`config.mk`:
```
export PLATFORM = sky130hd
export DESIGN_NAME = core_pwr_ctl
export DESIGN_NICKNAME = d
export VERILOG_FILES = /design/src/rtl/pwr_ctl_pkg.sv /design/src/rtl/pwr_ctl_fsm.sv /design/src/rtl/pwr_ctl_dp.sv /design/src/rtl/core_pwr_ctl.sv
export SDC_FILE = /design/constraint.sdc
export NUM_CORES = 1
export LEC_CHECK = 0
export BUFFER_PORTS_ARGS = -buffer_cell sky130_fd_sc_hd__buf_2
export CAP_MARGIN = 20
export CORE_MARGIN = 3
export CORE_UTILIZATION = 56
export CTS_CLUSTER_SIZE = 12
export DETAILED_ROUTE_END_ITERATION = 7
export PLACE_DENSITY = 0.79
export SYNTH_ARGS = -nofsm -noshare
export SYNTH_HDL_FRONTEND = slang
export SYNTH_SLANG_ARGS = --single-unit
```
`constraint.sdc`:
```
create_clock -name clk -period 2.5 [get_ports clk]
set_input_delay 0.5 -clock clk [delete_from_list [all_inputs] [get_ports clk]]
set_output_delay 0.5 -clock clk [all_outputs]
set_load 0.01 [all_outputs]
```
`src/rtl/pwr_ctl_pkg.sv`:
```
package pwr_ctl_pkg;

  typedef enum logic [2:0] {
    ST_RUN   = 3'd0,
    ST_HALT  = 3'd1,
    ST_GRANT = 3'd2,
    ST_SNOOP = 3'd3,
    ST_SLEEP = 3'd4,
    ST_DEEP  = 3'd5
  } pwrState_t;

  localparam int unsigned EV_W = 4;  // {intr, nmi, init, smi}

  typedef struct packed {
    logic capEn;      // clocks stopped: latch wake events
    logic deliver;    // running: present and clear latched events
    logic grantCnt;   // in grant: qualify sleep request
    logic deepCnt;    // in deep sleep: run settling timer
  } dpCtl_t;

endpackage

```
`src/rtl/pwr_ctl_fsm.sv`:
```
module pwr_ctl_fsm
  import pwr_ctl_pkg::*;
(
  input  logic            clk,
  input  logic            rstN,
  input  logic            cpuReset,
  input  logic            haltExec,
  input  logic            stopClkReq,
  input  logic            sleepReq,
  input  logic            busClkRun,
  input  logic            snoopStart,
  input  logic            snoopDone,
  input  logic [EV_W-1:0] evIn,
  input  logic            binitReq,
  input  logic            flushReq,
  input  logic            allowStop,
  input  logic            sleepQual,
  input  logic            settleDone,
  input  logic            pendAny,
  output pwrState_t       curState,
  output dpCtl_t          ctl,
  output logic            coreClkEn,
  output logic            cacheClkEn,
  output logic            snoopOk,
  output logic            flushAck
);

  pwrState_t nxtState, grantRet, nxtGrantRet, snpRet, nxtSnpRet;
  logic      wakeHit, clkStopped;

  assign wakeHit = (|evIn) | binitReq | pendAny;

  always_comb begin
    nxtState    = curState;
    nxtGrantRet = grantRet;
    nxtSnpRet   = snpRet;
    unique case (curState)
      ST_RUN: begin
        if (stopClkReq) begin
          nxtState    = ST_GRANT;
          nxtGrantRet = ST_RUN;
        end else if (haltExec) begin
          nxtState = ST_HALT;
        end
      end
      ST_HALT: begin
        if (cpuReset || wakeHit) begin
          nxtState = ST_RUN;
        end else if (stopClkReq) begin
          nxtState    = ST_GRANT;
          nxtGrantRet = ST_HALT;
        end else if (snoopStart) begin
          nxtState  = ST_SNOOP;
          nxtSnpRet = ST_HALT;
        end
      end
      ST_GRANT: begin
        if (!stopClkReq) begin
          nxtState = grantRet;
        end else if (snoopStart) begin
          nxtState  = ST_SNOOP;
          nxtSnpRet = ST_GRANT;
        end else if (sleepQual) begin
          nxtState = ST_SLEEP;
        end
      end
      ST_SNOOP: begin
        if (snoopDone) nxtState = snpRet;
      end
      ST_SLEEP: begin
        if (cpuReset)        nxtState = ST_RUN;
        else if (!sleepReq)  nxtState = ST_GRANT;
        else if (!busClkRun) nxtState = ST_DEEP;
      end
      ST_DEEP: begin
        if (settleDone) nxtState = ST_SLEEP;
      end
      default: nxtState = ST_RUN;
    endcase
  end

  always_ff @(posedge clk or negedge rstN) begin
    if (!rstN) begin
      curState <= ST_RUN;
      grantRet <= ST_RUN;
      snpRet   <= ST_HALT;
    end else begin
      curState <= nxtState;
      grantRet <= nxtGrantRet;
      snpRet   <= nxtSnpRet;
    end
  end

  assign clkStopped  = (curState == ST_GRANT) || (curState == ST_SLEEP) || (curState == ST_DEEP);
  assign ctl.capEn    = clkStopped;
  assign ctl.deliver  = (curState == ST_RUN);
  assign ctl.grantCnt = (curState == ST_GRANT);
  assign ctl.deepCnt  = (curState == ST_DEEP);

  assign coreClkEn  = !(clkStopped && allowStop);
  assign cacheClkEn = (curState != ST_DEEP);
  assign snoopOk    = !((curState == ST_SLEEP) || (curState == ST_DEEP));
  assign flushAck   = (curState == ST_HALT) && flushReq;

  // sleep is only entered from grant
  assert_sleep_via_grant_R8: assert property (@(posedge clk) disable iff (!rstN)
    (curState == ST_SLEEP && $past(curState) != ST_SLEEP)
      |-> ($past(curState) == ST_GRANT || $past(curState) == ST_DEEP));

  // leaving deep sleep requires the bus clock to be running
  assert_deep_exit_busclk_R9: assert property (@(posedge clk) disable iff (!rstN)
    ($past(curState) == ST_DEEP && curState == ST_SLEEP) |-> $past(busClkRun));

  // snoop is left only on snoop done
  assert_snoop_exit_done_R7: assert property (@(posedge clk) disable iff (!rstN)
    ($past(curState) == ST_SNOOP && curState != ST_SNOOP) |-> $past(snoopDone));

  // grant is left towards run/halted only when stop-clock is released
  assert_grant_exit_stop_R4: assert property (@(posedge clk) disable iff (!rstN)
    ($past(curState) == ST_GRANT && (curState == ST_RUN || curState == ST_HALT))
      |-> !$past(stopClkReq));

  // reset in sleep lands in run directly
  assert_sleep_reset_R12: assert property (@(posedge clk) disable iff (!rstN)
    ($past(curState) == ST_SLEEP && $past(cpuReset)) |-> (curState == ST_RUN));

endmodule

```
`src/rtl/pwr_ctl_dp.sv`:
```
module pwr_ctl_dp
  import pwr_ctl_pkg::*;
#(
  parameter int unsigned SLEEP_HOLD    = 4,
  parameter int unsigned SETTLE_CYCLES = 100000
) (
  input  logic            clk,
  input  logic            rstN,
  input  dpCtl_t          ctl,
  input  logic            sleepReq,
  input  logic            busClkRun,
  input  logic [EV_W-1:0] evIn,
  input  logic            cfgWe,
  input  logic            cfgStopEn,
  output logic [EV_W-1:0] wakeVec,
  output logic            pendAny,
  output logic            sleepQual,
  output logic            settleDone,
  output logic            allowStop
);

  localparam int unsigned HOLD_W = $clog2(SLEEP_HOLD + 1);
  localparam int unsigned SET_W  = $clog2(SETTLE_CYCLES + 1);
  localparam logic [HOLD_W-1:0] HOLD_LAST = HOLD_W'(SLEEP_HOLD - 1);
  localparam logic [SET_W-1:0]  SET_LAST  = SET_W'(SETTLE_CYCLES - 1);

  logic [EV_W-1:0]   pend;
  logic [HOLD_W-1:0] holdCnt;
  logic [SET_W-1:0]  setCnt;

  // one-deep event latches, one per wake source
  for (genvar i = 0; i < EV_W; i++) begin : g_evLatch
    always_ff @(posedge clk or negedge rstN) begin
      if (!rstN)            pend[i] <= 1'b0;
      else if (ctl.deliver) pend[i] <= 1'b0;
      else if (ctl.capEn)   pend[i] <= pend[i] | evIn[i];
    end
  end

  assign pendAny = |pend;
  assign wakeVec = ctl.deliver ? pend : '0;

  always_ff @(posedge clk or negedge rstN) begin
    if (!rstN)                          holdCnt <= '0;
    else if (ctl.grantCnt && sleepReq)  holdCnt <= (holdCnt == HOLD_LAST) ? holdCnt : holdCnt + 1'b1;
    else                                holdCnt <= '0;
  end
  assign sleepQual = ctl.grantCnt && sleepReq && (holdCnt == HOLD_LAST);

  always_ff @(posedge clk or negedge rstN) begin
    if (!rstN)                          setCnt <= '0;
    else if (ctl.deepCnt && busClkRun)  setCnt <= (setCnt == SET_LAST) ? setCnt : setCnt + 1'b1;
    else                                setCnt <= '0;
  end
  assign settleDone = ctl.deepCnt && busClkRun && (setCnt == SET_LAST);

  always_ff @(posedge clk or negedge rstN) begin
    if (!rstN)      allowStop <= 1'b1;
    else if (cfgWe) allowStop <= cfgStopEn;
  end

  // latched events are presented for a single cycle only
  assert_wake_oneshot_R6: assert property (@(posedge clk) disable iff (!rstN)
    (|wakeVec) |=> (wakeVec == '0));

endmodule

```
`src/rtl/core_pwr_ctl.sv`:
```
module core_pwr_ctl
  import pwr_ctl_pkg::*;
#(
  parameter int unsigned SLEEP_HOLD    = 4,
  parameter int unsigned SETTLE_CYCLES = 100000
) (
  input  logic       clk,
  input  logic       rstN,
  input  logic       cpuReset,
  input  logic       haltExec,
  input  logic       stopClkReq,
  input  logic       sleepReq,
  input  logic       busClkRun,
  input  logic       snoopStart,
  input  logic       snoopDone,
  input  logic       smiReq,
  input  logic       initReq,
  input  logic       nmiReq,
  input  logic       intrReq,
  input  logic       binitReq,
  input  logic       flushReq,
  input  logic       cfgWe,
  input  logic       cfgStopEn,
  output logic [2:0] state,
  output logic       coreClkEn,
  output logic       cacheClkEn,
  output logic       snoopOk,
  output logic       flushAck,
  output logic [3:0] wakeVec
);

  pwrState_t       curState;
  dpCtl_t          ctl;
  logic [EV_W-1:0] evIn;
  logic            allowStop, sleepQual, settleDone, pendAny;

  assign evIn  = {intrReq, nmiReq, initReq, smiReq};
  assign state = curState;

  pwr_ctl_fsm u_fsm (
    .clk(clk), .rstN(rstN), .cpuReset(cpuReset), .haltExec(haltExec),
    .stopClkReq(stopClkReq), .sleepReq(sleepReq), .busClkRun(busClkRun),
    .snoopStart(snoopStart), .snoopDone(snoopDone), .evIn(evIn),
    .binitReq(binitReq), .flushReq(flushReq), .allowStop(allowStop),
    .sleepQual(sleepQual), .settleDone(settleDone), .pendAny(pendAny),
    .curState(curState), .ctl(ctl), .coreClkEn(coreClkEn),
    .cacheClkEn(cacheClkEn), .snoopOk(snoopOk), .flushAck(flushAck)
  );

  pwr_ctl_dp #(.SLEEP_HOLD(SLEEP_HOLD), .SETTLE_CYCLES(SETTLE_CYCLES)) u_dp (
    .clk(clk), .rstN(rstN), .ctl(ctl), .sleepReq(sleepReq),
    .busClkRun(busClkRun), .evIn(evIn), .cfgWe(cfgWe), .cfgStopEn(cfgStopEn),
    .wakeVec(wakeVec), .pendAny(pendAny), .sleepQual(sleepQual),
    .settleDone(settleDone), .allowStop(allowStop)
  );

endmodule

```
==> results of run 1 <==
per-stage QoR:
step | worst slack [ps] | instances | power (mW) | hold WS [ps]
floorplan | 553.0 | 199 | 1.178 | 204.4
global placement | 439.3 | 265 | 1.300 | 478.5
detailed placement | 428.7 | 265 | 1.311 | 482.5
CTS | 354.7 | 272 | 1.607 | 215.2
global route | 204.7 | 272 | 1.720 | 239.0
finish | 347.7 | 272 | 1.592 | 194.4
per-layer routing:
| metal | part of all wire [%] | vias to the layer above |
|---|---|---|
| li1 | - | 750 |
| met1 | 47 | 694 |
| met2 | 46 | 43 |
| met3 | 6.6 | 4 |
| met4 | 1.0 | 0 |
| met5 | 0 | - |
cell families after synthesis:
| logic type | Yosys count |
|---|---|
| AND/OR/NAND/NOR | 101 |
| AO/OA/AOI/OAI | 34 |
| flip-flops | 31 |
| XOR/XNOR | 14 |
| buffers and inverters | 12 |
| multiplexers | 4 |
| adder cells (fa/ha/maj) | 3 |
registers in the layout, indices dropped and copies added, names as in the netlist:
name / count
u_dp.holdCnt: 3
u_dp.allowStop: 1
u_fsm.grantRet: 1
u_dp.pend: 4
u_fsm.curState: 3
u_dp.setCnt: 17
u_fsm.snpRet: 2
worst register-to-register path: stages, from the launching register on:
cell	delay [ps]
dfrtp_1	390
ha_1	210
nand3_2	150
nor4b_4	430
a31oi_2	180
nor3_4	270
mux2_4	320
layout make-up:
class	count	area, um2	area share [%]
well taps	44	55.05	2.685
repair buffers	29	150.1	7.322
multi-input cells	156	992.2	48.38
clock inverters	1	5.005	0.2441
inverters	5	18.77	0.9152
flip-flops and latches	31	778.2	37.95
clock buffers	6	51.30	2.502
final timing paths:
kind	start	end	slack, ps	cells past startpoint
max	u_fsm.curState[0]	wakeVec[1]	350	4
min	rstN	u_fsm.snpRet[1]	190	1
max reg2reg	u_dp.setCnt[0]	u_fsm.curState[2]	440	6
min reg2reg	u_fsm.snpRet[0]	u_fsm.snpRet[0]	500	2
max in group asynchronous	rstN	u_dp.pend[3]	1860	1
min in group clk	cfgStopEn	u_dp.allowStop	400	2
cell usage in the layout (no fill, tap or decap), drive strengths merged, types with 4 or more instances in the layout:
cell type,instances
and3,4
clkbuf,6
o21ai,7
inv,5
xor2,5
nor2,30
xnor2,9
nand2b,4
nand2,18
buf,29
and2,6
nand3,14
nor3,8
a21oi,16
dfrtp,29
power groups by stage:
stage	registers, mW	clock network, mW	logic, mW
after floorplan	0.639	0	0.539
after global placement	0.682	0	0.619
after detailed placement	0.685	0	0.626
after CTS	0.675	0.305	0.627
after global routing	0.696	0.327	0.696
final	0.677	0.295	0.619
==> impl_metrics.py, run 1 <==
metrics = {
    "timing": {
        "finalHoldViolations": 0,
        "tns_ps": 0,
        "worst_slew_pin_slew_ps": 673.3,
        "grt_setup_unrepaired": "no",
        "final-max-slew-violation-count": 0,
        "setup_viol_count_final": 0,
        "period_share_pct": 86.09,
        "clock_skew_ps": 8.429,
        "slew_headroom_pct": 55.11,
        "max_freq_ghz": 0.4646,
        "layout_min_cycle_time_ps": 2152,
    },
    "finish": {
        "final_cell_area_um2": 2051,
        "syn_to_final_growth_pct": 10.97,
        "fin_util_pct": 66.09,
        "nets": 248,
        "drive_gt1_share_pct": 24.56,
        "antenna-diode-count": 0,
        "fillers": 284,
    },
    "drt": {
        "dr.pass1.iters": 4,
        "drcViolationCount": 0,
        "viasPerCell": 5.482,
        "drt-initial-drc-count": 98,
        "wl_per_cell_um": 12.85,
        "dr_total_vias": 1491,
        "postRouteAntennaNets": 0,
        "wirelength_um": 3496,
    },
    "run_status": {
        "status": "finished, final reports clean",
    },
    "power_and_ir_drop": {
        "switching_share_pct": 36.30,
        "ir_drop_mv": 0.4104,
        "p_seq_share_pct": 42.6,
        "power_frac_clock_pct": 18.6,
        "p_leak_nw": 0.8840,
        "p_per_area_nw_per_um2": 776.1,
        "switchingPower_mw": 0.5778,
        "p_int_mw": 1.014,
        "comb_power_share_pct": 38.9,
    },
    "floorplanning": {
        "start_util_pct": 59.56,
        "chipWidth_um": 63.45,
        "fp-row-count": 20,
        "fp.dieH_um": 63.45,
        "num_io_pins": 28,
        "die-area_um2": 4025,
        "core_area_um2": 3103,
    },
    "place": {
        "dpl.hpwl_um": 2619,
        "placed_area_um2": 1994,
        "place_congestion": 0.9054,
        "io_buffers": 27,
    },
    "clock_network": {
        "post_cts_buffers": 0,
        "cts_hold_buf": 0,
        "clkLatencyLatePin_ps": 330,
        "cts.clk_slew.worst_paths_ps": 100,
        "cts_max_path_buffers": 2,
        "cts_buffers": 5,
        "root_buffer": "clkbuf_4",
        "cts_resized": 0,
        "cts_max_level": 2,
        "cts.sinks": 31,
        "cts_tree": "done",
    },
    "synth": {
        "ys_ff_latch": 31,
        "synth_largest_area_cell": "dfrtp_1",
        "synth_xor_area_share_pct": 6.635,
        "synthMuxAreaShare_pct": 2.776,
        "async_flop_share_pct": 100.0,
        "synthTopCellsByCount": "30 x nor2_1, 29 x dfrtp_1, 18 x nand2_1",
        "synth_flop_cell": "dfrtp_1",
        "synth_area_leaders": "dfrtp_1 39%, nor2_1 6.1%, a21oi_1 4.3%, xnor2_1 4.3%, nand2_1 3.7%",
        "yosysMostFrequentCell": "nor2_1",
        "syn_area_um2": 1848,
        "synth-compound-area-share_pct": 12.25,
        "yosys.area_share.simple_pct": 29.99,
        "yosys_warnings": 0,
        "syn_nets": 219,
        "synth_cells": 199,
        "synth_top_cell_area_share_pct": 39.27,
        "synth_top_family_by_area": "simple AND/OR/NAND/NOR gates",
        "avgSynthCellArea_um2": 9.287,
        "synth-edff-count": 0,
        "ys_types": 48,
        "ys_seq_area_share_pct": 42.11,
        "synthAdderAreaFrac_pct": 2.031,
    },
    "setup_path": {
        "critPathTopFamily": "flip-flops",
        "cp-start-kind": "flip-flop",
        "cp_num_buf_inv": 2,
        "critPathSlowestCell": "dfrtp_1",
        "crit_type": "flip-flop to output port",
        "crit_path_end_kind": "output port",
        "cp_cell_sequence": "buf_4 > nor3_1 > and2_1 > buf_2",
        "worst_ep_required_time_ps": 2000,
        "worstPathArrival_ps": 1650,
        "path_max_fanout": 11,
        "max_stage_delay_ps": 510,
    },
    "global_route": {
        "met1_usage_pct": 25.00,
        "antenna_found_initial": 0,
        "grt_busiest_layer": "met2",
        "use_met3_pct": 5.882,
        "grt_max_degree": 32,
        "grt_usage_pct": 19.67,
        "grtUsageMet2_pct": 32.33,
        "grt_pass1_vias": 1439,
        "grt-ovfl-total": 0,
        "grt_pass1_wl_um": 6361,
    },
    "run": {
        "drv_cap": 0,
    },
    "hold_path": {
        "hp-class": "input pin to asynchronous set/reset pin",
    },
}
Power figures use the tool's default switching activity.
==> run 2, diff against run 1 <==
Settings changed: ABC_AREA from default to 1.
==> impl_metrics.py, run 2 <==
metrics = {
    "run_status": {
        "status": "finished, final reports clean",
    },
    "timing": {
        "max_freq_ghz": 0.4922,
        "grt_setup_unrepaired": "no",
        "layout_min_cycle_time_ps": 2032,
        "slew_headroom_pct": 55.03,
        "final-max-slew-violation-count": 0,
        "worst_slew_pin_slew_ps": 674.5,
        "setup_viol_count_final": 0,
        "fin_hold_ws_ps": 206.1,
        "tns_ps": 0,
        "period_share_pct": 81.26,
        "clock_skew_ps": 13.51,
        "fin_ws_ps": 468.5,
        "finalHoldViolations": 0,
    },
    "setup_path": {
        "r2r_start": "u_dp.setCnt[0]",
        "path_depth": 5,
        "ff2ff_path_depth": 8,
        "cp-start-kind": "flip-flop",
        "crit_type": "flip-flop to output port",
        "critPathTopFamily": "simple AND/OR/NAND/NOR gates",
        "max_stage_delay_ps": 500,
        "r2r_slack_ps": 810,
        "cp_common_cell": "nand2_1",
        "path_max_fanout": 8,
        "r2r_end": "u_dp.setCnt[5]",
        "worstPathArrival_ps": 1530,
        "crit_path_end_kind": "output port",
        "cp_cell_sequence": "nor2_1 > nand2_2 > nand2_1 > nand2_1 > buf_2",
        "critPathSlowestCell": "dfrtp_1",
        "cp_num_buf_inv": 1,
        "worst_ep_required_time_ps": 2000,
    },
    "synth": {
        "synth_largest_area_cell": "dfrtp_1",
        "async_flop_share_pct": 100.0,
        "synth_flop_cell": "dfrtp_1",
        "synth_xor_area_share_pct": 1.433,
        "ys_types": 29,
        "syn_area_um2": 1833,
        "syn_nets": 262,
        "yosys.area_share.simple_pct": 35.70,
        "synthAdderAreaFrac_pct": 2.048,
        "ys_ff_latch": 31,
        "synthTopCellsByCount": "43 x nor2_1, 42 x nand2_1, 29 x dfrtp_1, 29 x inv_1, 18 x nand3_1",
        "ys_seq_area_share_pct": 42.46,
        "synth_cells": 242,
        "synth_top_cell_area_share_pct": 39.59,
        "synth-edff-count": 0,
        "synth_top_family_by_area": "simple AND/OR/NAND/NOR gates",
        "synth-compound-area-share_pct": 9.966,
        "synthMuxAreaShare_pct": 1.160,
        "synth_area_leaders": "dfrtp_1 40%, nor2_1 8.8%, nand2_1 8.6%, inv_1 5.9%, nand3_1 4.9%",
        "yosys_warnings": 0,
        "avgSynthCellArea_um2": 7.574,
        "yosysMostFrequentCell": "nor2_1",
    },
    "power_and_ir_drop": {
        "p_total_mw": 1.448,
        "switchingPower_mw": 0.5763,
        "p_leak_nw": 0.9987,
        "switching_share_pct": 39.81,
        "p_int_mw": 0.8713,
        "p_per_area_nw_per_um2": 702.5,
        "ir_drop_mv": 0.4428,
        "power_frac_clock_pct": 18.4,
        "p_seq_share_pct": 45.5,
        "comb_power_share_pct": 36.0,
    },
    "global_route": {
        "use_met3_pct": 5.882,
        "grt_busiest_layer": "met2",
        "met1_usage_pct": 26.32,
        "grt_pass1_wl_um": 6686,
        "grt_max_degree": 32,
        "grt_pass1_vias": 1611,
        "grtUsageMet2_pct": 33.47,
        "grt_usage_pct": 20.89,
        "antenna_found_initial": 0,
        "grt-ovfl-total": 0,
    },
    "clock_network": {
        "cts_max_level": 2,
        "cts_max_path_buffers": 2,
        "root_buffer": "clkbuf_4",
        "cts_resized": 0,
        "clkLatencyLatePin_ps": 320,
        "cts.clk_slew.worst_paths_ps": 100,
        "post_cts_buffers": 0,
        "cts.sinks": 31,
        "cts_tree": "done",
        "cts_hold_buf": 0,
        "cts_buffers": 5,
    },
    "finish": {
        "nets": 294,
        "final_cell_mix": "43 x nor2_1, 42 x nand2_1, 29 x inv_1, 29 x dfrtp_1, 27 x buf_2",
        "fillers": 305,
        "syn_to_final_growth_pct": 12.42,
        "largest_register_ff_count": 17,
        "reg_top3": "u_dp.setCnt: 17 flops, u_dp.pend: 4 flops",
        "drive_gt1_share_pct": 21.82,
        "antenna-diode-count": 0,
        "final_common_cell": "nor2_1",
        "regMostFlops": "u_dp.setCnt",
    },
    "place": {
        "io_buffers": 27,
        "dpl_worst_slack_ps": 819.1,
        "place_congestion": 0.9468,
        "dpl.hpwl_um": 2952,
    },
    "floorplanning": {
        "core_area_um2": 3078,
        "chipWidth_um": 63.21,
        "num_io_pins": 28,
        "fp.dieH_um": 63.21,
        "start_util_pct": 59.55,
        "die-area_um2": 3996,
        "fp-row-count": 20,
    },
    "drt": {
        "dr.pass1.iters": 4,
        "postRouteAntennaNets": 0,
        "drt-initial-drc-count": 96,
        "wl_per_cell_um": 11.69,
        "dr_total_vias": 1656,
        "viasPerCell": 5.191,
        "wirelength_um": 3729,
        "drcViolationCount": 0,
    },
    "hold_path": {
        "hp-class": "input pin to asynchronous set/reset pin",
    },
    "run": {
        "drv_cap": 0,
    },
}
## run 2: cell types whose count changed in the layout (fill, tap and decap cells not counted), sizes merged, moves of 4 or more
cell    delta
a31oi      +4
and2       -6
and3       -4
inv       +27
nand2     +29
nand2b     -4
nand3      +8
nand4      +5
nor2      +21
o21ai      +6
xnor2      -9
## run 2: worst reg2reg max path, cell delays in order (launching register included)
cell and delay [ps]:
dfrtp_1 400, ha_1 230, nand3_2 130, nor2_1 260, nand3_2 210, a21oi_1 210, nor2_1 50, nand2_1 60
inv_1 40
## run 2: power groups by stage
stage	clock network [mW]	registers [mW]	logic (mW)
2_1_floorplan	0	0.647	0.386
3_3_place_gp	0	0.666	0.527
3_5_place_dp	0	0.667	0.525
4_1_cts	0.280	0.658	0.526
5_1_grt	0.308	0.673	0.598
6_report	0.267	0.659	0.522
## run 2: per-stage QoR
stage,cell area (um2),util [%],instances
floorplan,1833,-,242
global placement,2011,65.33,311
detailed placement,2011,65.33,311
CTS,2061,66.95,319
global route,2061,66.95,319
finish,2061,66.95,319
## run 2: cells by family (layout without fill, tap and decap cells)
| kind of cell | Yosys count | in the layout |
|---|---|---|
| xor gates and xnor gates | 3 | 3 |
| buffers and inverters | 34 | 67 |
| and+or+nand+nor | 135 | 135 |
| DFF | 31 | 31 |
| muxes | 2 | 2 |
| AOI/OAI and AO/OA | 34 | 34 |
| adders and majority gates | 3 | 3 |
## run 2: layout make-up
| type | instances | area (um2) | area share, % |
|---|---|---|---|
| well taps | 44 | 55.05 | 2.672 |
| clock inverters | 1 | 5.005 | 0.2429 |
| clock buffers | 7 | 45.04 | 2.186 |
| multi-input cells | 177 | 922.1 | 44.75 |
| repair buffers | 27 | 135.1 | 6.557 |
| flip-flops and latches | 31 | 778.2 | 37.77 |
| inverters | 32 | 120.1 | 5.829 |
## run 2: per-layer routing
layer	vias up	part of all wire, %
li1	855	-
met1	748	45
met2	47	48
met3	6	5.3
met4	0	1.5
met5	-	0
## run 2: worst max-delay path by stage
stage	endpoint	slack, ps	start
floorplan	wakeVec[0]	980	u_fsm.curState[1]
global placement	coreClkEn	830	u_fsm.curState[2]
detailed placement	u_dp.setCnt[5]	820	u_dp.setCnt[0]
CTS	coreClkEn	460	u_fsm.curState[2]
global route	coreClkEn	290	u_fsm.curState[2]
finish	coreClkEn	470	u_fsm.curState[2]
